--- src/rtl/oneshot_pkg.sv ---
package oneshot_pkg;
  // Bundle of the three asynchronous control lines, kept together through sync
  typedef struct packed {
    logic a_n;
    logic b;
    logic clr_n;
  } gate_lines_t;
endpackage

--- src/rtl/os_sync.sv ---
module os_sync #(
  parameter int STAGES = 2,
  parameter int W      = 3
) (
  input  logic         clk,
  input  logic         rst_n,
  input  logic [W-1:0] din,
  output logic [W-1:0] dout
);
  for (genvar i = 0; i < W; i++) begin : g_bit
    logic [STAGES-1:0] sh;
    always_ff @(posedge clk or negedge rst_n) begin
      if (!rst_n) sh <= '0;
      else        sh <= {sh[STAGES-2:0], din[i]};
    end
    assign dout[i] = sh[STAGES-1];
  end
endmodule

--- src/rtl/os_edge_qual.sv ---
module os_edge_qual
  import oneshot_pkg::*;
#(
  parameter int SYNC_STAGES = 2
) (
  input  logic        clk,
  input  logic        rst_n,
  input  gate_lines_t now_s,
  output logic        trig,
  output logic        kill
);
  localparam int WARM = SYNC_STAGES + 1;
  localparam int CW   = $clog2(WARM + 1);

  gate_lines_t     prev_s;
  logic [CW-1:0]   warm;
  logic            ready;
  logic            b_rise, a_fall, c_rise, gates_on;

  always_ff @(posedge clk or negedge rst_n) begin
    if (!rst_n) begin
      prev_s <= '0;
      warm   <= '0;
    end else begin
      prev_s <= now_s;
      if (!ready) warm <= warm + 1'b1;
    end
  end

  // edges are ignored until the sync chain and edge register hold real input
  assign ready    = (warm == CW'(WARM));
  assign b_rise   = now_s.b & ~prev_s.b;
  assign a_fall   = ~now_s.a_n & prev_s.a_n;
  assign c_rise   = now_s.clr_n & ~prev_s.clr_n;
  assign gates_on = ~now_s.a_n & now_s.b;

  assign trig = ready & now_s.clr_n &
                ((b_rise & ~now_s.a_n) | (a_fall & now_s.b) | (c_rise & gates_on));
  assign kill = ~now_s.clr_n;
endmodule

--- src/rtl/os_timer.sv ---
module os_timer #(
  parameter int LEN_W = 8
) (
  input  logic             clk,
  input  logic             rst_n,
  input  logic             trig,
  input  logic             kill,
  input  logic [LEN_W-1:0] pulse_len,
  output logic [LEN_W-1:0] cnt,
  output logic             q,
  output logic             qn
);
  logic [LEN_W-1:0] cnt_next;

  always_comb begin
    if (kill)              cnt_next = '0;
    else if (trig)         cnt_next = pulse_len;
    else if (cnt != '0)    cnt_next = cnt - 1'b1;
    else                   cnt_next = cnt;
  end

  always_ff @(posedge clk or negedge rst_n) begin
    if (!rst_n) begin
      cnt <= '0;
      q   <= 1'b0;
      qn  <= 1'b1;
    end else begin
      cnt <= cnt_next;
      q   <= (cnt_next != '0);
      qn  <= (cnt_next == '0);
    end
  end
endmodule

--- src/rtl/oneshot_pulse_gen.sv ---
module oneshot_pulse_gen
  import oneshot_pkg::*;
#(
  parameter int LEN_W       = 8,
  parameter int SYNC_STAGES = 2
) (
  input  logic             clk,
  input  logic             rst_n,
  input  logic             trig_a_n,
  input  logic             trig_b,
  input  logic             clr_n,
  input  logic [LEN_W-1:0] pulse_len,
  output logic             pulse_q,
  output logic             pulse_qn
);
  localparam int NLINES = $bits(gate_lines_t);

  gate_lines_t      raw, synced;
  logic             trig, kill;
  logic [LEN_W-1:0] cnt;

  assign raw = '{a_n: trig_a_n, b: trig_b, clr_n: clr_n};

  os_sync #(.STAGES(SYNC_STAGES), .W(NLINES)) u_sync (
    .clk(clk), .rst_n(rst_n), .din(raw), .dout(synced)
  );

  os_edge_qual #(.SYNC_STAGES(SYNC_STAGES)) u_qual (
    .clk(clk), .rst_n(rst_n), .now_s(synced), .trig(trig), .kill(kill)
  );

  os_timer #(.LEN_W(LEN_W)) u_timer (
    .clk(clk), .rst_n(rst_n), .trig(trig), .kill(kill), .pulse_len(pulse_len),
    .cnt(cnt), .q(pulse_q), .qn(pulse_qn)
  );
endmodule

--- config.mk ---
export PLATFORM = sky130hd
export DESIGN_NAME = oneshot_pulse_gen
export DESIGN_NICKNAME = d
export VERILOG_FILES = /design/src/rtl/oneshot_pkg.sv /design/src/rtl/os_sync.sv /design/src/rtl/os_edge_qual.sv /design/src/rtl/os_timer.sv /design/src/rtl/oneshot_pulse_gen.sv
export SDC_FILE = /design/constraint.sdc
export NUM_CORES = 1
export LEC_CHECK = 0
export BUFFER_PORTS_ARGS = -buffer_cell sky130_fd_sc_hd__buf_2
export CAP_MARGIN = 20
export CORE_MARGIN = 5
export CORE_UTILIZATION = 48
export DETAILED_ROUTE_END_ITERATION = 7
export PLACE_DENSITY_LB_ADDON = 0.3
export SLEW_MARGIN = 0
export SYNTH_ARGS = -nofsm -noshare
export SYNTH_HDL_FRONTEND = slang
export SYNTH_SLANG_ARGS = --single-unit
--- constraint.sdc ---
create_clock -name clk -period 1.9 [get_ports clk]
set_clock_uncertainty 0.2 [all_clocks]
set_input_delay 0 -clock clk [delete_from_list [all_inputs] [get_ports clk]]
set_output_delay 0 -clock clk [all_outputs]
set_load 0.03 [all_outputs]
==> results.md <==
* Depth of the CTS H-tree at 1
* Area of the die at 3020 um2
* Syn Std Cell Area at 970 um2
* Period minus WS final at 2.08 ns
* Setup Crit Path Kind: reg -> reg
* Post-detailed-placement cell area at 1220 um2
* Commonest cells in the netlist: 20 x sky130_fd_sc_hd__dfrtp_1, 9 x sky130_fd_sc_hd__nand2_1, 5 x sky130_fd_sc_hd__xnor2_1
* Largest voltage drop on the vdd net at 1.23 mV
* Busiest grt layer: met2
* FF-to-FF setup slack at -0.18 ns
* Smallest setup slack after layout at -0.181 ns
* Antenna cell count at 0
* Width of the die at 54.9 um
* Worst relative slew slack at 69.0%
* Cell taking the most area after synthesis: sky130_fd_sc_hd__dfrtp_1
* Top achievable clock speed at 481 MHz
* Critical path origin: u_timer.cnt[3]$_DFF_PN0_
* Total non-filler cell area in the finished layout at 1490 um2
* Final sum of negative setup slack at -0.463 ns
* PD cells at 1660 nW/um2
* Leakage power total at 0.691 nW
* Mapped Nets at 101
* Cell types occupying the most area after synthesis: sky130_fd_sc_hd__dfrtp_1 52%, sky130_fd_sc_hd__xnor2_1 4.5%, sky130_fd_sc_hd__ha_1 3.9%
* Post-CTS clock slew at the launch and capture registers of the worst setup and hold paths at 0.12 ns
* Fraction of final layout cells with drive strength greater than 1 at 41.9%
* Finish-stage setup viols at 3
* CP required at 1.94 ns
* Initial antenna violation count at 0
* Worst skew pair latency at 0.30 ns
* Number of buffers between clock root and the deepest sink at 2
* Final routed wire length divided by cell count at 16.5 um
* Total number of vias at 893
* Number of antenna-violating nets in the routed design at 0
* Synthesized area per cell at 11.4 um2
* Initial standard-cell utilization of the core at 49.9%
* Outcome: finished, violations left
* Top-level I/O count at 15
* Setup repair after global routing missed its margin: true
* Number of cells produced by synthesis at 85
* Critical path data arrival time at 2.12 ns
* Clock buffer count from CTS at 3
* Port Buffers at 14
* Synth unique cells at 35
* Register Area at 529 um2
* Max-capacitance violation count at 0
* Drt total wl at 2700 um
* GRT Resource Usage Total at 19.9%
* Starting DRT DRC Count at 33
* CTS root buffer: sky130_fd_sc_hd__clkbuf_4
* Vias per std cell at 5.48
* Half-perimeter wire length after placement at 1630 um
* Ratio of final minimum period to clock period at 110%
* Count of nets after finishing at 153
* Final hold violation count at 20
* Endpoint of the worst register-to-register path: u_timer.qn$_DFF_PN1_
* Dominant cell by count in the synthesized netlist: sky130_fd_sc_hd__dfrtp_1
* Number of standard-cell rows in the floorplan at 16
* Area of the placeable core at 1940 um2
* Footprint of the multi-input gates at 515 um2
* Reg2reg path depth at 5
* Switching power summed over all nets at 0.00100 W
* Reg power frac at 27.1%
* Critical path startpoint category: flop
* Total of warnings raised by yosys at 0
* Hold Crit Class: in -> async
* Number of synthesized flops with an enable pin at 0
* Met2 Use GR at 35.4%
* Cell internal pwr at 0.00147 W
* Number of slew-limit violations in the final report at 0
* Count of filler cells inserted in the layout at 124
* Clk network pwr share at 8.6%
* Portion of synthesized cell area occupied by the leading cell type at 51.6%
* Sequential element share of the synthesized area at 54.3%
* Final GP Congestion at 0.873
* Height of the chip at 54.9 um
* Violated checks: negative hold slack, negative setup slack
* Clock sink count at 21
* Number of synthesized register bits at 21
* Global-route wire length before repair at 4240 um
* Met3 routing resource usage after global routing at 3.49%
* Maximum number of pins on one net before global-route repair at 21
* Top flip-flop cell by instance count after synthesis: sky130_fd_sc_hd__dfrtp_1
* Grt total ovfl at 0
* Global routing met1 resource utilization at 25.1%
* Hold Worst Slack at -0.0318 ns
* Via count of the first global-routing pass at 923
* Total power of the final layout at 0.00247 W
* Layout overhead on the synthesized area at 53.8%
* Worst reg2reg path startpoint: u_timer.cnt[3]$_DFF_PN0_
* Pre-Repair DR Iteration Count at 4
* Clock tree from TritonCTS: yes
* Residual DRC at 0
* Portion of total power attributed to combinational logic at 64.4%
* Worst slew pin tran at 0.465 ns
* Share of synthesized flip-flops with an asynchronous set or reset at 100%
* Switching power as a share of total power at 40.5%
* Highest net fanout along the worst path at 3
* Sort of element at the end of the critical path: flop
flip-flops by register name (all words and copies together) (netlist names):
signal	count
u_timer.q	1
u_timer.cnt	8
u_qual.warm	2
u_qual.prev_s	3
u_timer.qn	1
u_sync.g_bit.sh	6
worst max path at each step:
stage | end
floorplan | u_timer.qn$_DFF_PN1_
global placement | u_timer.q$_DFF_PN0_
detailed placement | u_timer.qn$_DFF_PN1_
CTS | u_timer.qn$_DFF_PN1_
global route | u_timer.qn$_DFF_PN1_
finish | u_timer.qn$_DFF_PN1_
worst max-delay path, cell delays in order, from the launching register on:
cell,delay [ns]
sky130_fd_sc_hd__dfrtp_2,0.47
sky130_fd_sc_hd__or4_4,0.51
sky130_fd_sc_hd__nor3_4,0.15
sky130_fd_sc_hd__mux2i_2,0.29
sky130_fd_sc_hd__a31o_1,0.21
sky130_fd_sc_hd__and4_1,0.19
timing repair:
item                                   4_1_cts  5_1_grt
buffers inserted                             1        2
setup endpoints to repair                    3        9
resized for setup                            3       14
endpoints found under the hold margin       34        0
pin swaps                                    1        5
hold buffers                                14        0
stage by stage:
stage	util (%)	instances	setup slack [ns]
final	76.8	163	-0.181
after global routing	76.8	163	-0.253
after CTS	72.6	162	-0.106
after detailed placement	63.0	143	-0.0995
after global placement	63.0	143	-0.0529
after floorplan	-	85	0.00468
metal layers:
| layer | vias up | wire (um) |
|---|---|---|
| met4 | 0 | 21 |
| li1 | 410 | - |
| met5 | - | 0 |
| met1 | 442 | 1110 |
| met2 | 37 | 1430 |
| met3 | 4 | 138 |
final cells by class:
| cell class | count | area share, % |
|---|---|---|
| Clock buffer | 3 | 1.51 |
| Clock inverter | 1 | 0.336 |
| Timing Repair Buffer | 48 | 24.8 |
| Sequential cell | 21 | 35.5 |
| Inverter | 4 | 1.01 |
| Multi-Input combinational cell | 59 | 34.6 |
| Tap cell | 27 | 2.27 |
cell usage in the layout, fill, tap and decap left out, types with 2 or more instances in the layout:
cell type,instances
sky130_fd_sc_hd__and2_1,2
sky130_fd_sc_hd__buf_4,20
sky130_fd_sc_hd__clkbuf_4,3
sky130_fd_sc_hd__nor2_1,3
sky130_fd_sc_hd__dfrtp_1,18
sky130_fd_sc_hd__dfrtp_2,2
sky130_fd_sc_hd__inv_1,4
sky130_fd_sc_hd__xnor2_1,5
sky130_fd_sc_hd__o22a_1,2
sky130_fd_sc_hd__dlygate4sd3_1,13
sky130_fd_sc_hd__nand2_1,9
sky130_fd_sc_hd__buf_2,14
sky130_fd_sc_hd__nand3_1,4
sky130_fd_sc_hd__ha_1,3
logic make-up (layout without fill, tap and decap cells):
logic type,Yosys count,after routing,synth area share (%)
AOI/OAI and AO/OA,13,13,11.5
muxes,3,3,3.23
adders and majority gates,3,3,3.87
and+or+nand+nor,34,34,19.7
DFF,21,21,54.3
buffers and inverters,5,56,1.93
xor gates and xnor gates,6,6,5.42
power by group through the flow:
stage          sequential (W)  clock [W]  combinational (W)
2_1_floorplan        0.000687          0           0.000637
3_3_place_gp         0.000639          0            0.00110
3_5_place_dp         0.000645          0            0.00114
4_1_cts              0.000642   0.000216            0.00124
5_1_grt              0.000677   0.000238            0.00170
6_report             0.000669   0.000212            0.00159
Power figures use the tool's default switching activity.
